File: config.mk
export PLATFORM = sky130hd
export DESIGN_NAME = keyed_cfg_port
export DESIGN_NICKNAME = d
export VERILOG_FILES = /design/src/rtl/keyed_cfg_pkg.sv /design/src/rtl/cfg_key_fsm.sv /design/src/rtl/cfg_global_regs.sv /design/src/rtl/keyed_cfg_port.sv
export SDC_FILE = /design/constraint.sdc
export NUM_CORES = 1
export LEC_CHECK = 0
export ABC_AREA = 1
export BUFFER_PORTS_ARGS = -buffer_cell sky130_fd_sc_hd__buf_2
export CAP_MARGIN = 10
export CORE_MARGIN = 2
export CORE_UTILIZATION = 25
export CTS_BUF_LIST = sky130_fd_sc_hd__clkbuf_4 sky130_fd_sc_hd__clkbuf_8
export CTS_CLUSTER_SIZE = 10
export DETAILED_ROUTE_END_ITERATION = 16
export SLEW_MARGIN = 20
export SYNTH_ARGS = -nofsm -noshare
export SYNTH_HDL_FRONTEND = slang
export SYNTH_HIERARCHICAL = 1
export SYNTH_SLANG_ARGS = --single-unit
export TNS_END_PERCENT = 30
File: constraint.sdc
create_clock -name clk -period 1.6 [get_ports clk]
set_input_delay 0.08 -clock clk [delete_from_list [all_inputs] [get_ports clk]]
set_output_delay 0.08 -clock clk [all_outputs]
set_load 0.1 [all_outputs]
File: src/rtl/keyed_cfg_pkg.sv
package keyed_cfg_pkg;
  typedef enum logic [1:0] {
    KS_LOCKED = 2'd0,
    KS_ARMED  = 2'd1,
    KS_OPEN   = 2'd2
  } key_state_e;

  localparam logic [7:0] KEY_OPEN   = 8'h87;
  localparam logic [7:0] KEY_CLOSE  = 8'hAA;
  localparam logic [7:0] IDX_LDN    = 8'h07;
  localparam logic [7:0] IDX_DID_HI = 8'h20;
  localparam logic [7:0] IDX_DID_LO = 8'h21;
  localparam logic [7:0] IDX_REV    = 8'h22;
  localparam logic [7:0] IDX_MFG_HI = 8'h23;
  localparam logic [7:0] IDX_MFG_LO = 8'h24;
endpackage

File: src/rtl/cfg_key_fsm.sv
module cfg_key_fsm
  import keyed_cfg_pkg::*;
(
  input  logic       clk,
  input  logic       rst_n,
  input  logic       idx_wr,
  input  logic [7:0] wdata,
  output logic       open_o
);
  key_state_e state_q, state_d;

  always_comb begin
    state_d = state_q;
    if (idx_wr) begin
      unique case (state_q)
        KS_LOCKED: state_d = (wdata == KEY_OPEN) ? KS_ARMED : KS_LOCKED;
        KS_ARMED:  state_d = (wdata == KEY_OPEN) ? KS_OPEN  : KS_LOCKED;
        KS_OPEN:   state_d = (wdata == KEY_CLOSE) ? KS_LOCKED : KS_OPEN;
        default:   state_d = KS_LOCKED;
      endcase
    end
  end

  always_ff @(posedge clk) begin
    if (!rst_n) state_q <= KS_LOCKED;
    else        state_q <= state_d;
  end

  assign open_o = (state_q == KS_OPEN);

  // opening only follows an armed state plus a second key write
  a_r2_open_after_pair: assert property (@(posedge clk) disable iff (!rst_n)
    $rose(open_o) |-> $past(state_q == KS_ARMED && idx_wr && wdata == KEY_OPEN));

  // a stray byte while armed drops back to locked
  a_r3_stray_disarms: assert property (@(posedge clk) disable iff (!rst_n)
    (state_q == KS_ARMED && idx_wr && wdata != KEY_OPEN) |=> state_q == KS_LOCKED);

  // close key locks the port
  a_r4_close_locks: assert property (@(posedge clk) disable iff (!rst_n)
    (open_o && idx_wr && wdata == KEY_CLOSE) |=> !open_o);
endmodule

File: src/rtl/cfg_global_regs.sv
module cfg_global_regs
  import keyed_cfg_pkg::*;
#(
  parameter logic [15:0] DEV_ID   = 16'hC4E1,
  parameter logic [7:0]  REV      = 8'h03,
  parameter logic [15:0] MFG_ID   = 16'h1934,
  parameter logic [7:0]  LD_FIRST = 8'h30
) (
  input  logic       clk,
  input  logic       rst_n,
  input  logic       open,
  input  logic       idx_wr,
  input  logic       data_wr,
  input  logic [7:0] wdata,
  output logic [7:0] index_o,
  output logic [7:0] ldn_o,
  output logic       fwd_o,
  output logic [7:0] local_rdata_o
);
  logic [7:0] index_q, ldn_q;
  logic       idx_load, ldn_load;

  assign idx_load = open && idx_wr && (wdata != KEY_CLOSE);
  assign fwd_o    = (index_q >= LD_FIRST);
  assign ldn_load = open && data_wr && (index_q == IDX_LDN);

  always_ff @(posedge clk) begin
    if (!rst_n) begin
      index_q <= 8'h00;
      ldn_q   <= 8'h00;
    end else begin
      if (idx_load) index_q <= wdata;
      if (ldn_load) ldn_q   <= wdata;
    end
  end

  always_comb begin
    unique case (index_q)
      IDX_LDN:    local_rdata_o = ldn_q;
      IDX_DID_HI: local_rdata_o = DEV_ID[15:8];
      IDX_DID_LO: local_rdata_o = DEV_ID[7:0];
      IDX_REV:    local_rdata_o = REV;
      IDX_MFG_HI: local_rdata_o = MFG_ID[15:8];
      IDX_MFG_LO: local_rdata_o = MFG_ID[7:0];
      default:    local_rdata_o = 8'h00;
    endcase
  end

  assign index_o = index_q;
  assign ldn_o   = ldn_q;

  // index moves only on an open index write
  a_r6_index_hold: assert property (@(posedge clk) disable iff (!rst_n)
    !(open && idx_wr) |=> $stable(index_q));

  // device number moves only on an open data write at 0x07
  a_r7_ldn_hold: assert property (@(posedge clk) disable iff (!rst_n)
    !(open && data_wr && index_q == IDX_LDN) |=> $stable(ldn_q));
endmodule

File: src/rtl/keyed_cfg_port.sv
module keyed_cfg_port
  import keyed_cfg_pkg::*;
#(
  parameter int          ADDR_W   = 16,
  parameter logic [15:0] BASE_PRI = 16'h002E,
  parameter logic [15:0] BASE_ALT = 16'h004E,
  parameter logic [15:0] DEV_ID   = 16'hC4E1,
  parameter logic [7:0]  REV      = 8'h03,
  parameter logic [15:0] MFG_ID   = 16'h1934,
  parameter logic [7:0]  LD_FIRST = 8'h30
) (
  input  logic              clk,
  input  logic              rst_n,
  input  logic              strap_alt,
  input  logic [ADDR_W-1:0] io_addr,
  input  logic              io_wr,
  input  logic              io_rd,
  input  logic [7:0]        io_wdata,
  output logic [7:0]        io_rdata,
  output logic              ld_strobe,
  output logic              ld_write,
  output logic [7:0]        ld_dev,
  output logic [7:0]        ld_offset,
  output logic [7:0]        ld_wdata,
  input  logic [7:0]        ld_rdata
);
  localparam logic [ADDR_W-1:0] BASE_P = ADDR_W'(BASE_PRI);
  localparam logic [ADDR_W-1:0] BASE_A = ADDR_W'(BASE_ALT);

  logic [ADDR_W-1:0] base;
  logic hit_idx, hit_data, idx_wr, data_wr, open;
  logic [7:0] index, ldn, local_rdata;
  logic fwd;

  assign base     = strap_alt ? BASE_A : BASE_P;
  assign hit_idx  = (io_addr == base);
  assign hit_data = (io_addr == base + ADDR_W'(1));
  assign idx_wr   = hit_idx && io_wr;
  assign data_wr  = hit_data && io_wr && open;

  cfg_key_fsm u_key (
    .clk    (clk),
    .rst_n  (rst_n),
    .idx_wr (idx_wr),
    .wdata  (io_wdata),
    .open_o (open)
  );

  cfg_global_regs #(
    .DEV_ID   (DEV_ID),
    .REV      (REV),
    .MFG_ID   (MFG_ID),
    .LD_FIRST (LD_FIRST)
  ) u_regs (
    .clk           (clk),
    .rst_n         (rst_n),
    .open          (open),
    .idx_wr        (idx_wr),
    .data_wr       (data_wr),
    .wdata         (io_wdata),
    .index_o       (index),
    .ldn_o         (ldn),
    .fwd_o         (fwd),
    .local_rdata_o (local_rdata)
  );

  assign ld_strobe = open && hit_data && (io_wr || io_rd) && fwd;
  assign ld_write  = ld_strobe && io_wr;
  assign ld_dev    = ldn;
  assign ld_offset = index;
  assign ld_wdata  = io_wdata;

  always_comb begin
    io_rdata = 8'hFF;
    if (io_rd && open) begin
      if (hit_idx)       io_rdata = index;
      else if (hit_data) io_rdata = fwd ? ld_rdata : local_rdata;
    end
  end

  // locked data-port reads float high
  a_r5_locked_reads_ff: assert property (@(posedge clk) disable iff (!rst_n)
    (io_rd && hit_data && !open) |-> io_rdata == 8'hFF);

  // forwarding only happens while open
  a_r9_strobe_needs_open: assert property (@(posedge clk) disable iff (!rst_n)
    ld_strobe |-> open);

  // forwarding only from the data port address
  a_r1_strobe_at_data_port: assert property (@(posedge clk) disable iff (!rst_n)
    ld_strobe |-> io_addr == (strap_alt ? BASE_A : BASE_P) + ADDR_W'(1));
endmodule

==> impl_metrics.env, run 1 <==
export IMPL_status="finished, violations left"
export IMPL_violations="setup timing"
export IMPL_rows=29
export IMPL_clkPwrFrac_pct=37.4
export IMPL_yosysMostFrequentCell="nand2_1"
export IMPL_yosys_area_top_type="dfxtp_1"
export IMPL_finalNetCount=395
export IMPL_yosys_warnings=6
export IMPL_max_slew_margin_rel_pct=67.97
export IMPL_end_kind="output port"
export IMPL_power_leakage_nw=1.367
export IMPL_syn_nets=314
export IMPL_maxCapViolations=0
export IMPL_setup_ws_ns=-0.1923
export IMPL_cts_root_buf="clkbuf_8"
export IMPL_wl_per_cell_um=11.36
export IMPL_worst_r2r_endpoint="u_regs/ldn_o[7]"
export IMPL_die_y_um=84.20
export IMPL_power_frac_seq_pct=42.9
export IMPL_finalPower_mw=1.013
export IMPL_drive_above_1_share_pct=47.06
export IMPL_synth_area_mux_share_pct=4.981
export IMPL_antenna_cells=0
export IMPL_hpwl_mm=3.861
export IMPL_async_reset_ff_share_pct=0
export IMPL_synth_simple_gate_area_share_pct=47.08
export IMPL_switching_share_pct=30.05
export IMPL_die_x_um=84.20
export IMPL_antenna_found_initial=0
export IMPL_syn_avg_cell_area_um2=5.804
export IMPL_hp_start="rst_n"
export IMPL_rr_worst_depth=10
export IMPL_rrSetupSlack_ns=0.18
export IMPL_crit_type="flip-flop to output port"
export IMPL_worstHoldEndpoint="u_regs/index_o[4]"
export IMPL_port_buffers=70
export IMPL_core_area_um2=6277
export IMPL_whs_ns=0.1828
export IMPL_synth_top_area_share_pct=22.41
export IMPL_die_area_um2=7089
export IMPL_synthTopCellsByArea="dfxtp_1, nand2_1, inv_1"
export IMPL_synth_cell_types=26
export IMPL_drc=0
export IMPL_setup_viol=9
export IMPL_vias=1940
export IMPL_fin_crit_sh_pct=112.0
export IMPL_critPathBufInv=1
export IMPL_power_switching_mw=0.3043
export IMPL_fmax_ghz=0.5579
export IMPL_internal_power_mw=0.7082
export IMPL_drtAntennaViolNets=0
export IMPL_skew_ns=0.003287
export IMPL_p_comb_share_pct=19.7
export IMPL_synth_top_cells_by_count="nand2_1, inv_1, nor2_1"
export IMPL_yosysSeqAreaShare_pct=22.41
export IMPL_grt_max_degree=18
export IMPL_worstMarginPinSlew_ns=0.4793
export IMPL_r2r_start="u_key/state_q[1]"
export IMPL_period_minus_slack_ns=1.792
export IMPL_power_density_nw_per_um2=394.6
export IMPL_hold_path_class="input port to flip-flop"
export IMPL_start_util_pct=25.61
export IMPL_grtUsageTotal_pct=14.02
export IMPL_peakVddDrop_uv=207.9
export IMPL_cp_top_family="simple AND/OR/NAND/NOR gates"
export IMPL_start_kind="flip-flop"
export IMPL_cts_tree="yes"
export IMPL_cpMostUsedCell="nand3_2"
export IMPL_critPathMaxStageDelay_ns=0.36
export IMPL_syn_cell_area_um2=1608
export IMPL_io_pins=71
export IMPL_cts_buffer_depth=2
export IMPL_synth_fa_ha_area_share_pct=0
export IMPL_hold_depth=3
export IMPL_cp_data_arrival_time_ns=1.71
export IMPL_viasPerCell=4.470
export IMPL_grt_pass1_wl_mm=8.231
export IMPL_synthCells=277
export IMPL_clk_latency_ns=0.26
export IMPL_synth_top_family_by_area="simple AND/OR/NAND/NOR gates"
export IMPL_grt_overflow=0
export IMPL_drtPass1Iterations=4
export IMPL_drt_iter0_markers=34
export IMPL_slew_viol_final=0
export IMPL_grt_pass1_vias=1820
export IMPL_cp_cell_sequence="or2_4 -> nor2_4 -> nand3_2 -> nand3_2 -> mux2i_2 -> nand2_1 -> nand2_2 -> nand2_8 -> buf_12"
export IMPL_synth_xor_area_share_pct=0
export IMPL_drt_total_wl_mm=4.931
export IMPL_final_hold_violation_count=0
export IMPL_htreeDepth=1
export IMPL_syn_to_final_growth_pct=59.61
export IMPL_crit_required_ns=1.52
export IMPL_path_max_fanout=4
export IMPL_worst_path_max_delay_cell="dfxtp_4"
export IMPL_cp_num_cells=9
export IMPL_rsz0062_at_grt="yes"
export IMPL_synth_edf_count=0
export IMPL_clkTransAtPathRegs_ns=0.07
export IMPL_synth_compound_area_share_pct=8.405
export IMPL_cts_buffers=3
export IMPL_synth_ff_type="dfxtp_1"
export IMPL_gp_congestion=0.8358
export IMPL_ys_seq_elements=18
export IMPL_clkSinkCount=18
through the flow:
stage	setup TNS, ns	util [%]	worst slack, ns	area (µm²)	instances
after floorplan	-0.7221	-	-0.2384	1757	277
after global placement	0	37.25	0.001078	2338	421
after detailed placement	0	37.25	0.004341	2338	421
after CTS	-1.334	40.26	-0.1676	2527	433
after global routing	-2.130	40.88	-0.2873	2566	434
final	-1.215	40.88	-0.1923	2566	434
worst min-delay path: cells and delay by family:
family                 cells  cell delay (ns)
buffers and inverters      1             0.20
and+or+nand+nor            2             0.13
sequential cells by signal, summed over array words and instances (netlist names):
register,count
u_regs/index_o,8
u_regs/ldn_o,8
u_key/state_q,2
repair_timing:
action	in CTS	in global routing
hold buffers	0	0
buffers inserted	7	1
pin swaps	18	6
cloned	1	0
gates resized for setup	22	8
setup endpoints to repair	9	15
logic make-up (layout without fill, tap and decap cells):
family / Yosys count / after routing
simple gates: 160 / 160
buf+inv: 64 / 144
compound gates: 27 / 27
flops: 18 / 18
mux: 8 / 8
routing by layer:
layer  GRT usage [%]  up-vias  part of all wire [%]
met1           17.59      852                    46
met4           4.545        0                   1.9
met2           24.75       61                    47
met3           1.868        7                   5.6
met5               0        -                     0
li1                -     1020                     -
final cells by class:
class	count	area [µm²]
fill	661	3711
multi-input combinational	195	1167
timing repair buffer	89	650.6
sequential	18	400.4
inverter	51	196.4
tap	77	96.34
clock buffer	4	55.05
worst max path at each step:
stage | startpoint | slack (ns) | endpoint
floorplan | u_regs/index_o[5] | -0.24 | ld_strobe
global placement | u_regs/index_o[2] | 0.001 | io_rdata[4]
CTS | u_regs/index_o[7] | -0.17 | io_rdata[5]
finish | u_regs/index_o[2] | -0.19 | io_rdata[4]
detailed placement | u_regs/index_o[2] | 0.004 | io_rdata[4]
global route | u_regs/index_o[2] | -0.29 | io_rdata[0]
cell usage in the layout, fill, tap and decap left out, types with 4 or more instances in the layout:
cell type   n
mux2i_1     7
inv_2      12
buf_12     10
nand2_2    16
nor2_1     32
o21ai_1     5
dfxtp_2     8
a21oi_1    18
nand4_1     8
nor2_4      5
buf_4      17
dfxtp_4     8
buf_2      60
nand2_1    62
nand3_2     5
inv_1      37
clkbuf_8    4
nand2_4     4
nand3_1    13
power by group through the flow:
stage	sequential (mW)	combinational [mW]	clock, mW
after floorplan	0.444	0.140	0
after global placement	0.444	0.198	0
after detailed placement	0.444	0.200	0
after CTS	0.434	0.201	0.387
after global routing	0.434	0.216	0.400
final	0.434	0.200	0.379
(Power assumes the default switching activity.)
==> run 2: changes to the inputs <==
--- a/constraint.sdc
+++ b/constraint.sdc
@@ -3,2 +3,2 @@
 set_output_delay 0.08 -clock clk [all_outputs]
-set_load 0.1 [all_outputs]
+set_load 0.02 [all_outputs]
==> run 2 against run 1 <==
Register-to-register slack worse by 0.02 ns. The run still ends with setup timing left. Final cell count is 0.46% lower. First-iteration DRC count grew to 2.5 times the previous value. Maximum frequency is 6.8% higher.
==> impl_metrics.env, run 2 (synthesis results as in run 1) <==
export IMPL_core_area_um2=6277
export IMPL_drc=0
export IMPL_whs_ns=0.1880
export IMPL_drtAntennaViolNets=0
export IMPL_period_minus_slack_ns=1.678
export IMPL_finish_instance_area_um2=2325
export IMPL_tns_ns=-0.3909
export IMPL_dp_slack_ns=0.02054
export IMPL_finalNetCount=393
export IMPL_drt_total_wl_mm=4.595
export IMPL_grtUsageTotal_pct=12.94
export IMPL_cts_root_buf="clkbuf_8"
export IMPL_setup_ws_ns=-0.07834
export IMPL_cts_buffers=3
export IMPL_htreeDepth=1
export IMPL_rsz0062_at_grt="yes"
export IMPL_cts_tree="yes"
export IMPL_cts_buffer_depth=2
export IMPL_drive_above_1_share_pct=40.00
export IMPL_crit_type="flip-flop to output port"
export IMPL_hold_buffers=0
export IMPL_layoutNonFillerInstCount=432
export IMPL_port_buffers=70
export IMPL_die_y_um=84.20
export IMPL_gp_congestion=0.9059
export IMPL_maxCapViolations=0
export IMPL_crit_required_ns=1.52
export IMPL_grt_overflow=0
export IMPL_grt_pass1_vias=1688
export IMPL_clkTransAtPathRegs_ns=0.07
export IMPL_vias=1876
export IMPL_grt_pass1_wl_mm=7.645
export IMPL_hold_path_class="input port to flip-flop"
export IMPL_skew_ns=0.004254
export IMPL_clkSinkCount=18
export IMPL_fin_crit_sh_pct=104.9
export IMPL_start_util_pct=25.61
export IMPL_hold_depth=3
export IMPL_rr_worst_depth=8
export IMPL_most_common_layout_cells="nand2_1, buf_2, inv_1, nor2_1, a21oi_1"
export IMPL_worstMarginPinSlew_ns=0.4840
export IMPL_dpl_cell_area_um2=2048
export IMPL_max_slew_margin_rel_pct=67.65
export IMPL_viasPerCell=4.343
export IMPL_start_kind="flip-flop"
export IMPL_cp_cell_sequence="or2_4 -> nor2_4 -> nand3_2 -> o21ai_2 -> mux2i_1 -> nand2_1 -> nand2_1 -> nand2_1 -> buf_6"
export IMPL_path_max_fanout=4
export IMPL_critPathMaxStageDelay_ns=0.36
export IMPL_worst_path_max_delay_cell="dfxtp_4"
export IMPL_io_pins=71
export IMPL_status="finished, violations left"
export IMPL_final_hold_violation_count=0
export IMPL_fmax_ghz=0.5958
export IMPL_violations="setup timing"
export IMPL_cp_data_arrival_time_ns=1.60
export IMPL_setup_viol=7
export IMPL_die_area_um2=7089
export IMPL_rows=29
export IMPL_hpwl_mm=3.696
export IMPL_syn_to_final_growth_pct=44.59
export IMPL_die_x_um=84.20
export IMPL_final_common_cell="nand2_1"
export IMPL_power_leakage_nw=1.247
export IMPL_power_density_nw_per_um2=402.2
export IMPL_clk_latency_ns=0.25
export IMPL_drtPass1Iterations=4
export IMPL_cpMostUsedCell="nand2_1"
export IMPL_end_kind="output port"
export IMPL_wl_per_cell_um=10.64
export IMPL_antenna_found_initial=0
export IMPL_drt_iter0_markers=86
export IMPL_grt_max_degree=18
export IMPL_dp_cells=421
export IMPL_peakVddDrop_uv=239.6
export IMPL_slew_viol_final=0
export IMPL_antenna_cells=0
run 2: changes by cell type in the layout (fill, tap and decap cells not counted), sizes merged:
cell,before,now
buf,89,87
run 2: worst max-delay path, delay by kind of cell, from the launching register on:
kind            cells  cell delay, ns
compound gates      1            0.07
mux                 1            0.08
buf+inv             1            0.12
flops               1            0.36
simple gates        6            0.73
run 2: routing by layer:
layer,share of wire [%],vias to the layer above,GRT usage [%]
met1,49,803,18.19
met2,45,61,21.00
met3,6.2,2,1.967
met4,0.35,0,2.786
met5,0,-,0
li1,-,1010,-
run 2: stage by stage:
stage                     power (mW)  utilization, %
after floorplan               0.5333               -
after global routing          0.9905           37.03
after CTS                     0.9478           36.50
final                         0.9351           37.03
after detailed placement      0.5915           32.63
after global placement        0.5900           32.63
run 2: path summary, 6_finish.rpt:
path                                         from  slack, ns                end
worst max-delay path            u_regs/index_o[2]      -0.08        io_rdata[3]
worst min-delay path                        rst_n       0.19  u_regs/index_o[6]
worst max register to register   u_key/state_q[1]       0.16  u_regs/index_o[2]
worst min register to register   u_key/state_q[0]       0.52   u_key/state_q[0]
run 2: area by class of cell:
cell class | count | area (µm²)
Multi-Input combinational cell | 195 | 1069
Inverter | 51 | 193.9
Clock buffer | 4 | 55.05
Sequential cell | 18 | 381.6
Timing Repair Buffer | 87 | 529.3
Tap cell | 77 | 96.34
Fill cell | 686 | 3953
run 2: timing repair:
item                       in CTS  in global routing
setup endpoints to repair       8                 25
setup buffers                   6                  1
resized for setup              48                  6
pin swaps                      11                  9
run 2: where the power goes:
part	switching [mW]	total, mW	internal (mW)
sequential	0.000000296	0.439	0.439
clock	0.144	0.362	0.218
combinational	0.0779	0.133	0.0556
==> run 3: changes to the inputs <==
SYNTH_HIERARCHICAL = default   (was 1)
==> run 3 against run 2 <==
The flow still finishes with violations (setup timing). Final area fell by 11%. Largest power group unchanged. Register-to-register slack worse by 0.13 ns. Critical path type unchanged. Clock skew is essentially flat.
==> impl_metrics.env, run 3 <==
export IMPL_fin_crit_sh_pct=100.7
export IMPL_start_util_pct=25.64
export IMPL_dp_cells=405
export IMPL_ys_seq_elements=18
export IMPL_peakVddDrop_uv=172.0
export IMPL_layoutNonFillerInstCount=412
export IMPL_grtUsageTotal_pct=13.89
export IMPL_slew_viol_final=0
export IMPL_cts_root_buf="clkbuf_8"
export IMPL_fillCellCount=648
export IMPL_vias=1783
export IMPL_antenna_found_initial=0
export IMPL_setup_viol=2
export IMPL_syn_cell_area_um2=1509
export IMPL_die_area_um2=6673
export IMPL_drtPass1Iterations=4
export IMPL_hpwl_mm=3.488
export IMPL_syn_to_final_growth_pct=37.06
export IMPL_dp_slack_ns=0.1662
export IMPL_synth_cell_types=24
export IMPL_hold_depth=3
export IMPL_worstMarginPinSlew_ns=0.3197
export IMPL_port_buffers=70
export IMPL_clkSinkCount=18
export IMPL_yosysMostFrequentCell="nand2_1"
export IMPL_die_x_um=81.69
export IMPL_skew_ns=0.004069
export IMPL_drt_iter0_markers=64
export IMPL_setup_ws_ns=-0.01149
export IMPL_drt_total_wl_mm=4.450
export IMPL_rsz0062_at_grt="yes"
export IMPL_power_density_nw_per_um2=427.4
export IMPL_gp_congestion=0.8342
export IMPL_synthCells=268
export IMPL_synth_top_area_share_pct=23.88
export IMPL_yosys_area_top_type="dfxtp_1"
export IMPL_synth_edf_count=0
export IMPL_clkTransAtPathRegs_ns=0.06
export IMPL_most_common_layout_cells="nand2_1, buf_2, nor2_1, inv_1, buf_4"
export IMPL_die_y_um=81.69
export IMPL_power_leakage_nw=1.127
export IMPL_period_minus_slack_ns=1.611
export IMPL_cp_data_arrival_time_ns=1.53
export IMPL_finalNetCount=376
export IMPL_clk_latency_ns=0.25
export IMPL_crit_required_ns=1.52
export IMPL_rrSetupSlack_ns=0.03
export IMPL_end_kind="output port"
export IMPL_rr_worst_depth=10
export IMPL_syn_nets=305
export IMPL_drive_above_1_share_pct=36.50
export IMPL_worst_path_max_delay_cell="dfxtp_4"
export IMPL_rows=28
export IMPL_htreeDepth=1
export IMPL_grt_pass1_vias=1617
export IMPL_synth_top_cells_by_count="nand2_1, nor2_1, inv_1"
export IMPL_synthTopCellsByArea="dfxtp_1, nand2_1, nor2_1"
export IMPL_max_slew_margin_rel_pct=78.69
export IMPL_cts_buffers=3
export IMPL_maxCapViolations=0
export IMPL_core_area_um2=5886
export IMPL_cts_tree="yes"
export IMPL_yosysSeqAreaShare_pct=23.88
export IMPL_multi_input_area_um2=963.4
export IMPL_viasPerCell=4.328
export IMPL_cp_cell_sequence="nor2_4 -> inv_4 -> nor2_4 -> nand2_4 -> o21ai_0 -> o21ai_0 -> nand2_1 -> buf_4"
export IMPL_path_max_fanout=6
export IMPL_status="finished, violations left"
export IMPL_final_seq_area_um2=371.6
export IMPL_hold_path_class="input port to flip-flop"
export IMPL_grt_max_degree=19
export IMPL_yosys_warnings=0
export IMPL_synth_ff_type="dfxtp_1"
export IMPL_drtAntennaViolNets=0
export IMPL_drc=0
export IMPL_critPathMaxStageDelay_ns=0.36
export IMPL_grt_overflow=0
export IMPL_fmax_ghz=0.6205
export IMPL_final_common_cell="nand2_1"
export IMPL_syn_avg_cell_area_um2=5.630
export IMPL_grt_pass1_wl_mm=7.251
export IMPL_cts_buffer_depth=2
export IMPL_start_kind="flip-flop"
export IMPL_violations="setup timing"
export IMPL_io_pins=71
export IMPL_wl_per_cell_um=10.80
export IMPL_antenna_cells=0
export IMPL_async_reset_ff_share_pct=0
export IMPL_crit_type="flip-flop to output port"
export IMPL_final_hold_violation_count=0
[run 3: path summary, 6_finish.rpt]
check,from,endpoint
worst max-delay path,u_regs.index_o[6],io_rdata[2]
worst min-delay path,io_wdata[6],u_regs.index_o[6]
worst max register to register,u_regs.index_o[6],u_regs.ldn_o[1]
worst min register to register,u_key.state_q[1],u_key.state_q[1]
[run 3: where the power goes]
part	switching (mW)	internal [mW]
clock	0.149	0.167
sequential	0.000000712	0.446
combinational	0.0717	0.0495
[run 3: critical path: cells and delay by family, from the launching register on]
| family | cells | cell delay, ns |
|---|---|---|
| buf+inv | 2 | 0.20 |
| flops | 1 | 0.36 |
| compound gates | 2 | 0.25 |
| simple gates | 4 | 0.47 |
[run 3: cell type report]
class                   instances  share of cell area (%)
inverters                      39                   7.199
clock buffers                   3                   1.996
flip-flops and latches         18                   17.97
well taps                      75                   4.537
multi-input cells             198                   46.58
repair buffers                 79                   21.72
[run 3: kinds of logic after synthesis]
group / share of synthesized area [%]
simple gates: 54.31
flops: 23.88
compound gates: 5.970
buf+inv: 15.84
[run 3: metal layers]
metal | vias to the layer above | part of all wire [%] | track usage [%]
met2 | 44 | 46 | 22.95
li1 | 951 | - | -
met4 | 0 | 1.7 | 4.667
met1 | 781 | 47 | 18.67
met3 | 7 | 5.8 | 1.758
met5 | - | 0 | 0
[run 3: metrics by stage]
stage	area, µm²	utilization, %	setup TNS (ns)	power [mW]	hold WS, ns
2_1_floorplan	1514	-	0	0.5225	0.2149
6_report	2068	35.14	-0.01358	0.8841	0.09537
3_5_place_dp	1903	32.33	0	0.5804	0.3580
3_3_place_gp	1903	32.33	0	0.5794	0.3576
4_1_cts	1958	33.27	-0.07834	0.9011	0.09459
5_1_grt	2068	35.14	-0.9232	0.9333	0.1046
[run 3: timing repair]
action                                  in CTS  in global routing
buffers inserted                             0                  4
endpoints found under the setup margin       7                  8
hold buffers                                 0                  0
pin swaps                                    0                  9
resized for setup                            6                 31
